### src/rtl/intr_agg_pkg.sv
package intr_agg_pkg;
  localparam int REG_W        = 32;
  localparam int GLB_W        = 5;
  localparam logic [GLB_W-1:0] GLB_VALID = 5'b11110;
  localparam int SRC_GLB_BIT  = 31;
  localparam int A_SRC        = 0;
  localparam int A_MASK       = 1;
  localparam int A_GSTAT      = 2;
  localparam int A_GEN        = 3;
  localparam int A_GCLR       = 4;
  localparam int PIPE_BASE    = 16;
  localparam int PIPE_STRIDE  = 4;
  localparam int OFS_STAT     = 0;
  localparam int OFS_EN       = 1;
  localparam int OFS_CLR      = 2;
endpackage

### src/rtl/irq_stat_bank.sv
module irq_stat_bank #(
  parameter int              WIDTH = 6,
  parameter logic [WIDTH-1:0] VALID = '1
) (
  input  logic             clk_i,
  input  logic             rst_ni,
  input  logic [WIDTH-1:0] evt_i,
  input  logic             en_we_i,
  input  logic             clr_we_i,
  input  logic [WIDTH-1:0] wdata_i,
  output logic [WIDTH-1:0] stat_o,
  output logic [WIDTH-1:0] en_o,
  output logic             pend_o
);
  logic [WIDTH-1:0] stat_q, en_q, clr_vec;

  assign clr_vec = clr_we_i ? wdata_i : '0;

  always_ff @(posedge clk_i or negedge rst_ni) begin
    if (!rst_ni) begin
      stat_q <= '0;
      en_q   <= '0;
    end else begin
      if (en_we_i) en_q <= wdata_i & VALID;
      // event ORed after clear: event wins
      stat_q <= ((stat_q & ~clr_vec) | evt_i) & VALID;
    end
  end

  assign stat_o = stat_q;
  assign en_o   = en_q;
  assign pend_o = |(stat_q & en_q);

  p_evt_wins_r8: assert property (@(posedge clk_i) disable iff (!rst_ni)
    1'b1 |=> ((stat_o & $past(evt_i & VALID)) == $past(evt_i & VALID)));

  p_w1c_r7: assert property (@(posedge clk_i) disable iff (!rst_ni)
    clr_we_i |=> ((stat_o & $past(wdata_i & ~evt_i)) == '0));

  p_no_spurious_r6: assert property (@(posedge clk_i) disable iff (!rst_ni)
    1'b1 |=> ((stat_o & ~$past(stat_o) & ~$past(evt_i)) == '0));
endmodule

### src/rtl/irq_summary.sv
module irq_summary
  import intr_agg_pkg::*;
#(
  parameter int NUM_PIPES = 4
) (
  input  logic                 clk_i,
  input  logic                 rst_ni,
  input  logic [NUM_PIPES-1:0] pipe_pend_i,
  input  logic                 glb_pend_i,
  input  logic                 mask_we_i,
  input  logic [REG_W-1:0]     wdata_i,
  output logic [REG_W-1:0]     src_o,
  output logic [REG_W-1:0]     mask_o,
  output logic                 irq_o
);
  localparam logic [REG_W-1:0] SRC_VALID =
    (REG_W'(1) << SRC_GLB_BIT) | ((REG_W'(1) << NUM_PIPES) - REG_W'(1));

  logic [REG_W-1:0] mask_q;
  logic             irq_q;

  always_comb begin
    src_o = '0;
    src_o[NUM_PIPES-1:0] = pipe_pend_i;
    src_o[SRC_GLB_BIT]   = glb_pend_i;
  end

  always_ff @(posedge clk_i or negedge rst_ni) begin
    if (!rst_ni) begin
      mask_q <= '0;
      irq_q  <= 1'b0;
    end else begin
      if (mask_we_i) mask_q <= wdata_i & SRC_VALID;
      irq_q <= |(src_o & mask_q);
    end
  end

  assign mask_o = mask_q;
  assign irq_o  = irq_q;

  p_irq_rise_r3: assert property (@(posedge clk_i) disable iff (!rst_ni)
    (|(src_o & mask_o)) |=> irq_o);

  p_irq_fall_r3: assert property (@(posedge clk_i) disable iff (!rst_ni)
    !(|(src_o & mask_o)) |=> !irq_o);
endmodule

### src/rtl/intr_aggregator.sv
module intr_aggregator
  import intr_agg_pkg::*;
#(
  parameter int NUM_PIPES = 4,
  parameter int PIPE_BITS = 6,
  parameter int ADDR_W    = 8
) (
  input  logic                           clk_i,
  input  logic                           rst_ni,
  input  logic [NUM_PIPES*PIPE_BITS-1:0] pipe_evt_i,
  input  logic [GLB_W-1:0]               glb_evt_i,
  input  logic                           reg_we_i,
  input  logic [ADDR_W-1:0]              reg_addr_i,
  input  logic [REG_W-1:0]               reg_wdata_i,
  output logic [REG_W-1:0]               reg_rdata_o,
  output logic                           irq_o
);
  logic [PIPE_BITS-1:0] pipe_stat [NUM_PIPES];
  logic [PIPE_BITS-1:0] pipe_en   [NUM_PIPES];
  logic [NUM_PIPES-1:0] pipe_pend;
  logic [GLB_W-1:0]     glb_stat, glb_en;
  logic                 glb_pend;
  logic [REG_W-1:0]     src, mask;

  for (genvar p = 0; p < NUM_PIPES; p++) begin : g_pipe
    localparam int BASE = PIPE_BASE + PIPE_STRIDE * p;
    irq_stat_bank #(.WIDTH(PIPE_BITS), .VALID({PIPE_BITS{1'b1}})) u_bank (
      .clk_i    (clk_i),
      .rst_ni   (rst_ni),
      .evt_i    (pipe_evt_i[p*PIPE_BITS +: PIPE_BITS]),
      .en_we_i  (reg_we_i && (reg_addr_i == ADDR_W'(BASE + OFS_EN))),
      .clr_we_i (reg_we_i && (reg_addr_i == ADDR_W'(BASE + OFS_CLR))),
      .wdata_i  (reg_wdata_i[PIPE_BITS-1:0]),
      .stat_o   (pipe_stat[p]),
      .en_o     (pipe_en[p]),
      .pend_o   (pipe_pend[p])
    );
  end

  irq_stat_bank #(.WIDTH(GLB_W), .VALID(GLB_VALID)) u_glb (
    .clk_i    (clk_i),
    .rst_ni   (rst_ni),
    .evt_i    (glb_evt_i),
    .en_we_i  (reg_we_i && (reg_addr_i == ADDR_W'(A_GEN))),
    .clr_we_i (reg_we_i && (reg_addr_i == ADDR_W'(A_GCLR))),
    .wdata_i  (reg_wdata_i[GLB_W-1:0]),
    .stat_o   (glb_stat),
    .en_o     (glb_en),
    .pend_o   (glb_pend)
  );

  irq_summary #(.NUM_PIPES(NUM_PIPES)) u_sum (
    .clk_i       (clk_i),
    .rst_ni      (rst_ni),
    .pipe_pend_i (pipe_pend),
    .glb_pend_i  (glb_pend),
    .mask_we_i   (reg_we_i && (reg_addr_i == ADDR_W'(A_MASK))),
    .wdata_i     (reg_wdata_i),
    .src_o       (src),
    .mask_o      (mask),
    .irq_o       (irq_o)
  );

  always_comb begin
    reg_rdata_o = '0;
    case (reg_addr_i)
      ADDR_W'(A_SRC):   reg_rdata_o = src;
      ADDR_W'(A_MASK):  reg_rdata_o = mask;
      ADDR_W'(A_GSTAT): reg_rdata_o = REG_W'(glb_stat);
      ADDR_W'(A_GEN):   reg_rdata_o = REG_W'(glb_en);
      default: begin
        for (int p = 0; p < NUM_PIPES; p++) begin
          if (reg_addr_i == ADDR_W'(PIPE_BASE + PIPE_STRIDE * p + OFS_STAT))
            reg_rdata_o = REG_W'(pipe_stat[p]);
          if (reg_addr_i == ADDR_W'(PIPE_BASE + PIPE_STRIDE * p + OFS_EN))
            reg_rdata_o = REG_W'(pipe_en[p]);
        end
      end
    endcase
  end

  p_src_glb_r2: assert property (@(posedge clk_i) disable iff (!rst_ni)
    (glb_evt_i[2] && glb_en[2]) |=> src[SRC_GLB_BIT]);
endmodule

### config.mk
export PLATFORM = sky130hd
export DESIGN_NAME = intr_aggregator
export DESIGN_NICKNAME = d
export VERILOG_FILES = /design/src/rtl/intr_agg_pkg.sv /design/src/rtl/irq_stat_bank.sv /design/src/rtl/irq_summary.sv /design/src/rtl/intr_aggregator.sv
export SDC_FILE = /design/constraint.sdc
export NUM_CORES = 1
export LEC_CHECK = 0
export ABC_AREA = 0
export BUFFER_PORTS_ARGS = -buffer_cell sky130_fd_sc_hd__buf_4
export CORE_ASPECT_RATIO = 0.6
export CORE_MARGIN = 10
export CORE_UTILIZATION = 40
export CTS_BUF_LIST = sky130_fd_sc_hd__clkbuf_4 sky130_fd_sc_hd__clkbuf_8 sky130_fd_sc_hd__clkbuf_16
export CTS_CLUSTER_DIAMETER = 80
export CTS_CLUSTER_SIZE = 10
export DETAILED_ROUTE_END_ITERATION = 6
export PLACE_DENSITY_LB_ADDON = 0.1
export RECOVER_POWER = 100
export SKIP_CTS_REPAIR_TIMING = 1
export SLEW_MARGIN = 20
export SYNTH_ARGS = -nofsm -noshare
export SYNTH_HDL_FRONTEND = slang
export SYNTH_HIERARCHICAL = 1
export SYNTH_SLANG_ARGS = --single-unit
### constraint.sdc
create_clock -name clk_i -period 2.57 [get_ports clk_i]
set_clock_uncertainty 0.1 [all_clocks]
set_input_delay 0.514 -clock clk_i [delete_from_list [all_inputs] [get_ports clk_i]]
set_output_delay 0.514 -clock clk_i [all_outputs]
set_load 0.05 [all_outputs]
==> results of run 1 <==
-- power by group through the flow --
stage | registers [W] | clock network, W | logic, W
finish | 0.00103 | 0.00123 | 0.000343
global route | 0.00103 | 0.00130 | 0.000373
CTS | 0.00103 | 0.00126 | 0.000326
detailed placement | 0.00104 | 0 | 0.000324
global placement | 0.00104 | 0 | 0.000322
floorplan | 0.00104 | 0 | 0.000245
-- final cells by class --
cell class	instances	area, um2
sequential	62	1550
multi-input combinational	268	2170
timing repair buffer	91	658
clock buffer	12	260
tap	135	169
fill	928	4980
clock inverter	4	45.0
-- flip-flops by register name, indices dropped and copies added (netlist names) --
name and cells:
u_glb/en_o 4, u_glb/stat_o 4, g_pipe.u_bank/stat_o 24, u_sum/irq_o 1, u_sum/mask_o 5, g_pipe.u_bank/en_o 24
-- worst paths after layout --
path / startpoint / to / slack, ns / cells after the start
setup reg to reg: g_pipe[0].u_bank/stat_o[2] / u_sum/irq_o / 0.97 / 5
max in group asynchronous: rst_ni / g_pipe[2].u_bank/stat_o[3] / 0.84 / 1
setup / recovery: g_pipe[3].u_bank/stat_o[2] / reg_rdata_o[3] / -0.15 / 5
hold reg to reg: g_pipe[1].u_bank/stat_o[3] / g_pipe[1].u_bank/stat_o[3] / 0.41 / 1
hold / removal: pipe_evt_i[16] / g_pipe[2].u_bank/stat_o[4] / 0.26 / 2
min in group asynchronous: rst_ni / g_pipe[3].u_bank/stat_o[5] / 0.48 / 1
-- metrics by stage --
step / instances / area [um2] / hold slack [ns] / power (W) / setup WS [ns]
floorplan: 407 / 4270 / 0.118 / 0.00129 / 0.0118
global placement: 550 / 4510 / 0.392 / 0.00136 / -0.0771
detailed placement: 550 / 4510 / 0.392 / 0.00137 / -0.0785
CTS: 566 / 4820 / 0.214 / 0.00261 / -0.315
global route: 572 / 4860 / 0.246 / 0.00270 / -0.213
finish: 572 / 4860 / 0.257 / 0.00260 / -0.151
-- synth_stat cells (2+ instances only) --
library cell,number
a21o_1,28
a22o_1,20
a22o_2,6
a22oi_1,16
and2_1,3
buf_2,7
buf_4,61
buf_6,6
clkbuf_1,3
conb_1,2
dfrtp_1,62
mux2_1,4
mux2_2,5
mux2_4,24
mux2i_1,8
mux4_2,14
nand2_1,36
nand2b_1,8
nand3_1,4
nor2_1,8
nor3_1,5
nor3b_4,2
o21ai_0,6
-- logic make-up after synthesis --
logic type      after synthesis
compound gates               81
buf+inv                      77
flops                        62
mux                          55
other cells                   2
simple gates                 76
-- worst max-delay path, stage by stage, from the launching register on --
cell     delay [ns]
dfrtp_1        0.39
a22oi_2        0.23
nand3_2        0.15
mux4_2         0.49
a221o_2        0.36
buf_6          0.16
-- per-layer routing --
metal  vias up  track usage, %
li1       1340               -
met1      1409            22.0
met2        76            20.3
met3         8            5.39
met4         0            3.65
met5         -               0
==> flow_summary.toml, run 1 <==
[logic_synthesis]
synth_top_family_by_area = "multiplexers"
syn_area_um2 = 4040
yosysTopAreaCellShare_pct = 38.4
synth_cell_types = 38
synth-seq-area-share_pct = 38.4
synth-edff-count = 0
synthXorXnorAreaFrac_pct = 0
synth_cells = 353
muxShareOfSynthArea_pct = 21.2
synth_area_leaders = "dfrtp_1 38%, buf_4 11%, mux2_4 8.9%"
synth-adder-area-share_pct = 0
async_flop_share_pct = 100
avgSynthCellArea_um2 = 11.4
yosys_warnings = 6
synth_compound_area_share_pct = 15.9
synth_flop_cell = "dfrtp_1"
synth_simple_gate_area_share_pct = 10.1
synth.ff_latch_count = 62
yosysTopAreaCell = "dfrtp_1"

[status]
violations = "capacitance limit, slew limit, setup timing"
status = "complete, but fails checks"

[layout]
layout-drive-gt1-share_pct = 35.9
area_delta_synth_final_pct = 20.4
layout_commonest_cell = "buf_4"
nets = 504
diodes = 0
layout_common_cells = "76 x buf_4, 61 x dfrtp_1, 56 x conb_1, 35 x nand2_1, 28 x a21o_1"
utilization_pct = 49.4

[sta]
max-slew-margin-rel_pct = -6.50
rsz0062_at_grt = "true"
hold_viol = 0
worst_pin_slew_ns = 1.60
fin_crit_sh_pct = 106
drv_slew = 63
timing.fmax_mhz = 368
fin_tns_setup_ns = -0.259
finalWorstSetupSlack_ns = -0.151
min_period_ns = 2.72
setup_viol = 3

[hold_path]
hp-class = "primary input to flop"

[route]
dr_total_vias = 2833
drc = 0
via_per_inst = 4.95
drt_iter0_drc = 220
wl_met1_mm = 5.51
firstDrtPassIters = 4
postRouteWirelength_mm = 10.9
wl_met2_mm = 4.59
wl_met3_um = 716
avgRoutedWirePerCell_um = 19.1
ant_nets = 0
highest_layer = "met4"

[clock_network]
clk_pin_slew_ns = 0.05
htreeDepth = 3
cts_sinks = 62
cts-root-buf = "clkbuf_16"
cts_tree = "built"
clock_path_buffers = 2
numCtsBuffers = 9
clkLatencyLatePin_ns = 0.33

[global_routing]
grt_pass1_vias = 2861
overflow = 0
grt_pass1_wl_mm = 17.0
antenna_found_initial = 0
grtUsageTotal_pct = 15.0
grt_max_degree = 63

[power]
p_sw_w = 0.000619
internal_power_w = 0.00198
pwr-share-seq_pct = 39.6
power-per-cell-area_nw_per_um2 = 534
p_leak_nw = 2.13
clockPowerShare_pct = 47.2
netSwitchingFraction_pct = 23.8
vdd_ir_drop_max_mv = 0.301
pwr-share-comb_pct = 13.2

[placement]
gp_congestion = 0.844
hpwl_mm = 8.10
portBuffers = 53

[floorplan]
die-area_um2 = 14600
die_w_um = 150
rows = 28
die_height_um = 97.8
ios = 105
initial_utilization_pct = 41.0
core_area_um2 = 9840

[worst_setup_path]
crit_fanout = 2
cp.arrival_ns = 2.11
startpoint_type = "flop"
cp-end-kind = "output pin"
worst_ep_required_time_ns = 1.96
worstSetupPathType = "flop to output pin"

[job]
cap_violations = 1
No activity file was read; power rests on OpenSTA's default activity.
==> inputs of run 2 (changes only) <==
--- a/config.mk
+++ b/config.mk
@@ -16,6 +16,7 @@
 export DETAILED_ROUTE_END_ITERATION = 6
 export PLACE_DENSITY_LB_ADDON = 0.1
 export RECOVER_POWER = 100
+export SETUP_SLACK_MARGIN = 0.4
 export SKIP_CTS_REPAIR_TIMING = 1
 export SLEW_MARGIN = 20
 export SYNTH_ARGS = -nofsm -noshare
==> run 2 against run 1 <==
Effect of this change: the flow still finishes with violations (capacitance limit, slew limit, setup timing); clock power rose by 7%; power rose by 4.3%; worst hold slack got worse by 0.0028 ns; routed wire length rose by 1.3%; critical path depth did not move; combinational power rose by 5%; sequential power barely moved; register-to-register slack got worse by 0.07 ns; sequential cell count did not move; die area did not move; highest routed layer unchanged.
==> flow_summary.toml, run 2 (synthesis gave the netlist of run 1 again) <==
[status]
status = "complete, but fails checks"
violations = "capacitance limit, slew limit, setup timing"

[power]
pwr-share-comb_pct = 13.3
netSwitchingFraction_pct = 23.6
p_sw_w = 0.000639
p_leak_nw = 2.18
clockPowerShare_pct = 48.8
internal_power_w = 0.00207
vdd_ir_drop_max_mv = 0.312
pwr-share-seq_pct = 37.9
power-per-cell-area_nw_per_um2 = 539

[worst_setup_path]
rrSetupSlack_ns = 0.90
worst_ep_required_time_ns = 1.96
startpoint_type = "flop"
cp_slowest_stage_delay_ns = 0.51
critPathTopFamily = "compound AO/OA/AOI/OAI gates"
worstSetupPathType = "flop to output pin"
worstReg2RegEnd = "u_sum/irq_o"
cp.arrival_ns = 2.14
r2r_start = "g_pipe[0].u_bank/stat_o[2]"
slowest_stage = "mux4_2"
cp-end-kind = "output pin"
crit_fanout = 2
cp-startpoint = "g_pipe[3].u_bank/en_o[3]"
r2r_cells = 5
crit_buf_inv = 1
cp_cell_sequence = "a22oi_1 -> nand3_2 -> mux4_2 -> a221o_2 -> buf_6"

[sta]
rsz0062_at_grt = "true"
worst_pin_slew_ns = 1.60
hold_slack_ns = 0.254
setup_viol = 6
fin_crit_sh_pct = 107
finalWorstSetupSlack_ns = -0.184
hold_viol = 0
timing.fmax_mhz = 363
max-slew-margin-rel_pct = -6.91
min_period_ns = 2.75
drv_slew = 63

[placement]
dp_cells = 552
gp_congestion = 0.816
hpwl_mm = 8.14
place_ws_ns = -0.0373
portBuffers = 53

[floorplan]
ios = 105
die_height_um = 97.8
initial_utilization_pct = 41.0
rows = 28
die_w_um = 150
core_area_um2 = 9840
die-area_um2 = 14600

[layout]
n_fill_cell = 909
fin_cells = 576
area.sequential_um2 = 1550
layout-drive-gt1-share_pct = 37.0
utilization_pct = 51.0
diodes = 0
layout_common_cells = "68 x buf_4, 61 x dfrtp_1, 56 x conb_1, 34 x nand2_1, 28 x a21o_1"
multi_input_area_um2 = 2240
nets = 508
area_delta_synth_final_pct = 24.4
layout_commonest_cell = "buf_4"

[route]
ant_nets = 0
postRouteWirelength_mm = 11.1
dr_total_vias = 2853
drt_iter0_drc = 132
via_per_inst = 4.95
avgRoutedWirePerCell_um = 19.2
firstDrtPassIters = 4
drc = 0

[global_routing]
grt_pass1_wl_mm = 17.1
grt_pass1_vias = 2988
grt_max_degree = 63
grtUsageTotal_pct = 15.2
overflow = 0
antenna_found_initial = 0

[clock_network]
cts_sinks = 62
clock_path_buffers = 2
numCtsBuffers = 9
htreeDepth = 3
cts_tree = "built"
clkLatencyLatePin_ns = 0.33
clk_pin_slew_ns = 0.05
cts-root-buf = "clkbuf_16"

[hold_path]
min_to = "u_glb/stat_o[3]"
hp-class = "primary input to flop"
min_from = "glb_evt_i[3]"
whs_path_depth = 2

[job]
cap_violations = 1
## run 2: cell count changes in the layout (fill, tap and decap cells not counted), sizes merged
cell | before | now
clkbuf | 23 | 26
buf | 80 | 81
bufinv | 1 | 2
clkinv | 3 | 2
## run 2: power groups by stage
stage	Sequential, W	Combinational, W	Clock (W)
global placement	0.00104	0.000332	0
detailed placement	0.00104	0.000335	0
CTS	0.00102	0.000336	0.00135
floorplan	0.00104	0.000260	0
global route	0.00103	0.000387	0.00140
finish	0.00103	0.000359	0.00132
## run 2: worst max path at each step
stage	end	slack [ns]	cells after the start
global route	reg_rdata_o[3]	-0.23	5
finish	reg_rdata_o[3]	-0.18	5
detailed placement	reg_rdata_o[1]	-0.04	5
floorplan	reg_rdata_o[31]	0.18	4
global placement	reg_rdata_o[3]	-0.03	4
CTS	reg_rdata_o[3]	-0.35	5
## run 2: final cells by class
cell class                 instances  share of cell area, %
clock buffer                      12                   5.06
multi-input combinational        268                   44.6
timing repair buffer              95                   14.6
tap                              135                   3.36
sequential                        62                   30.9
clock inverter                     4                   1.40
## run 2: stage by stage
| stage | instance area (um2) | power (W) | TNS (ns) |
|---|---|---|---|
| 2_1_floorplan | 4390 | 0.00130 | 0 |
| 3_3_place_gp | 4620 | 0.00137 | -0.0446 |
| 4_1_cts | 4940 | 0.00271 | -0.787 |
| 5_1_grt | 5020 | 0.00282 | -1.07 |
| 6_report | 5020 | 0.00271 | -0.702 |
| 3_5_place_dp | 4620 | 0.00138 | -0.0854 |
## run 2: metal layers
| metal | track usage (%) | routed length, um | share of wire, % |
|---|---|---|---|
| met2 | 20.7 | 4670 | 42 |
| met1 | 22.3 | 5660 | 51 |
| met3 | 4.65 | 596 | 5.4 |
| met5 | 0 | 0 | 0 |
| met4 | 4.39 | 141 | 1.3 |
==> inputs of run 3 (changes only) <==
--- a/config.mk
+++ b/config.mk
@@ -7,7 +7,6 @@
 export LEC_CHECK = 0
 export ABC_AREA = 0
 export BUFFER_PORTS_ARGS = -buffer_cell sky130_fd_sc_hd__buf_4
-export CORE_ASPECT_RATIO = 0.6
 export CORE_MARGIN = 10
 export CORE_UTILIZATION = 40
 export CTS_BUF_LIST = sky130_fd_sc_hd__clkbuf_4 sky130_fd_sc_hd__clkbuf_8 sky130_fd_sc_hd__clkbuf_16
==> constraint.sdc (replaced) <==
create_clock -name clk_i -period 3.5 [get_ports clk_i]
set_clock_uncertainty 0.1 [all_clocks]
set_input_delay 0.7 -clock clk_i [delete_from_list [all_inputs] [get_ports clk_i]]
set_output_delay 0.7 -clock clk_i [all_outputs]
set_load 0.05 [all_outputs]
==> run 3 against run 2 <==
Effect of this change: the flow finishes with violations (capacitance limit, slew limit); final cell count down 6.3%; largest cell class unchanged; setup slack better by 0.60 ns; highest routed layer unchanged; power down 40%; sequential share of layout area up 4.1 points; global-route usage down 1.0 points; routed wire length down 9.5%; worst hold slack better by 0.15 ns; register-to-register slack better by 0.99 ns; via count down 4.1%.
==> flow_summary.toml, run 3 (synthesis gave the netlist of run 1 again) <==
[status]
status = "complete, but fails checks"
violations = "capacitance limit, slew limit"

[hold_path]
whs_path_depth = 1
min_from = "u_glb/stat_o[2]"
min_to = "u_glb/stat_o[2]"
hp-class = "flop to flop"

[worst_setup_path]
cp-end-kind = "output pin"
worstReg2RegEnd = "u_sum/irq_o"
worst_ep_required_time_ns = 2.70
rrSetupSlack_ns = 1.89
worstSetupPathType = "primary input to output pin"
crit_fanout = 4
startpoint_type = "primary input"
r2r_cells = 4
cp.arrival_ns = 2.29
r2r_start = "g_pipe[0].u_bank/en_o[2]"

[global_routing]
grt_pass1_wl_mm = 16.1
grtUsageTotal_pct = 14.2
grt_pass1_vias = 2919
overflow = 0
antenna_found_initial = 0
grt_max_degree = 63

[clock_network]
htreeDepth = 3
cts_sinks = 62
cts-root-buf = "clkbuf_8"
cts_tree = "built"
numCtsBuffers = 9
clk_pin_slew_ns = 0.07
clkLatencyLatePin_ns = 0.35
clock_path_buffers = 2

[sta]
setup_viol = 0
hold_viol = 0
rsz0062_at_grt = "true"
max-slew-margin-rel_pct = -6.61
worst_pin_slew_ns = 1.60
hold_slack_ns = 0.409
min_period_ns = 3.09
drv_slew = 63
fin_tns_setup_ns = 0
timing.fmax_mhz = 324
fin_crit_sh_pct = 88.2

[route]
avgRoutedWirePerCell_um = 18.5
postRouteWirelength_mm = 10.0
via_per_inst = 5.06
dr_total_vias = 2735
drc = 0
drt_iter0_drc = 113
firstDrtPassIters = 4
ant_nets = 0

[floorplan]
die_height_um = 120
die_w_um = 120
initial_utilization_pct = 41.1
core_area_um2 = 9820
die-area_um2 = 14500
rows = 36
ios = 105

[layout]
n_fill_cell = 982
layout_commonest_cell = "dfrtp_1"
diodes = 0
nets = 474
area_delta_synth_final_pct = 9.67
layout_common_cells = "62 x dfrtp_1, 56 x conb_1, 46 x buf_4, 36 x nand2_1, 28 x a21o_1"
utilization_pct = 45.1
layout-drive-gt1-share_pct = 27.8

[placement]
hpwl_mm = 7.33
gp_congestion = 0.790
portBuffers = 53

[power]
power-per-cell-area_nw_per_um2 = 368
p_leak_nw = 1.90
power_w = 0.00163
vdd_ir_drop_max_mv = 0.227

[job]
cap_violations = 1
-- run 3: cell types whose count changed in the layout (fill, tap and decap cells not counted), moves of 6 or more --
cell and change:
clkbuf_1 -6, a22oi_2 -9, buf_4 -22, a22oi_1 +9, clkbuf_16 -9, buf_6 -7
clkbuf_8 +9
-- run 3: worst max path at each step --
stage	startpoint	endpoint	slack (ns)	cells past startpoint
6_report	reg_addr_i[4]	reg_rdata_o[31]	0.41	6
5_1_grt	reg_addr_i[4]	u_sum/mask_o[0]	0.24	6
4_1_cts	reg_addr_i[2]	reg_rdata_o[3]	0.37	6
3_5_place_dp	reg_addr_i[2]	reg_rdata_o[3]	0.37	6
3_3_place_gp	reg_addr_i[0]	reg_rdata_o[3]	0.38	5
2_1_floorplan	reg_addr_i[2]	reg_rdata_o[1]	0.32	7
-- run 3: critical path: stages --
cell,delay [ns]
clkbuf_4,0.12
nor4_1,0.48
nor3b_4,0.33
nor3b_4,0.22
a22o_2,0.16
clkbuf_2,0.27
-- run 3: area by class of cell --
| cell class | count | area, um2 | area share (%) |
|---|---|---|---|
| well taps | 133 | 166 | 3.76 |
| repair buffers | 61 | 430 | 9.72 |
| flip-flops and latches | 62 | 1550 | 35.0 |
| multi-input cells | 268 | 2070 | 46.8 |
| clock buffers | 10 | 138 | 3.11 |
| clock inverters | 6 | 70.1 | 1.58 |
-- run 3: through the flow --
stage	cells	setup WS (ns)	area, um2
finish	540	0.413	4430
global route	540	0.241	4430
CTS	539	0.367	4520
detailed placement	523	0.366	4310
global placement	523	0.380	4310
floorplan	407	0.323	4250
-- run 3: layer usage --
layer / share of wire, % / GRT usage, % / wire length, um
met5: 0 / 0 / 0
met4: 2.6 / 6.33 / 264
met3: 5.1 / 3.21 / 507
met2: 46 / 22.0 / 4610
met1: 46 / 18.5 / 4630
-- run 3: report_power, final --
group / leakage [nW] / switching [W] / internal (W)
clock: 0.0951 / 0.000315 / 0.000351
combinational: 1.09 / 0.000116 / 0.0000954
sequential: 0.714 / 0.0000152 / 0.000736
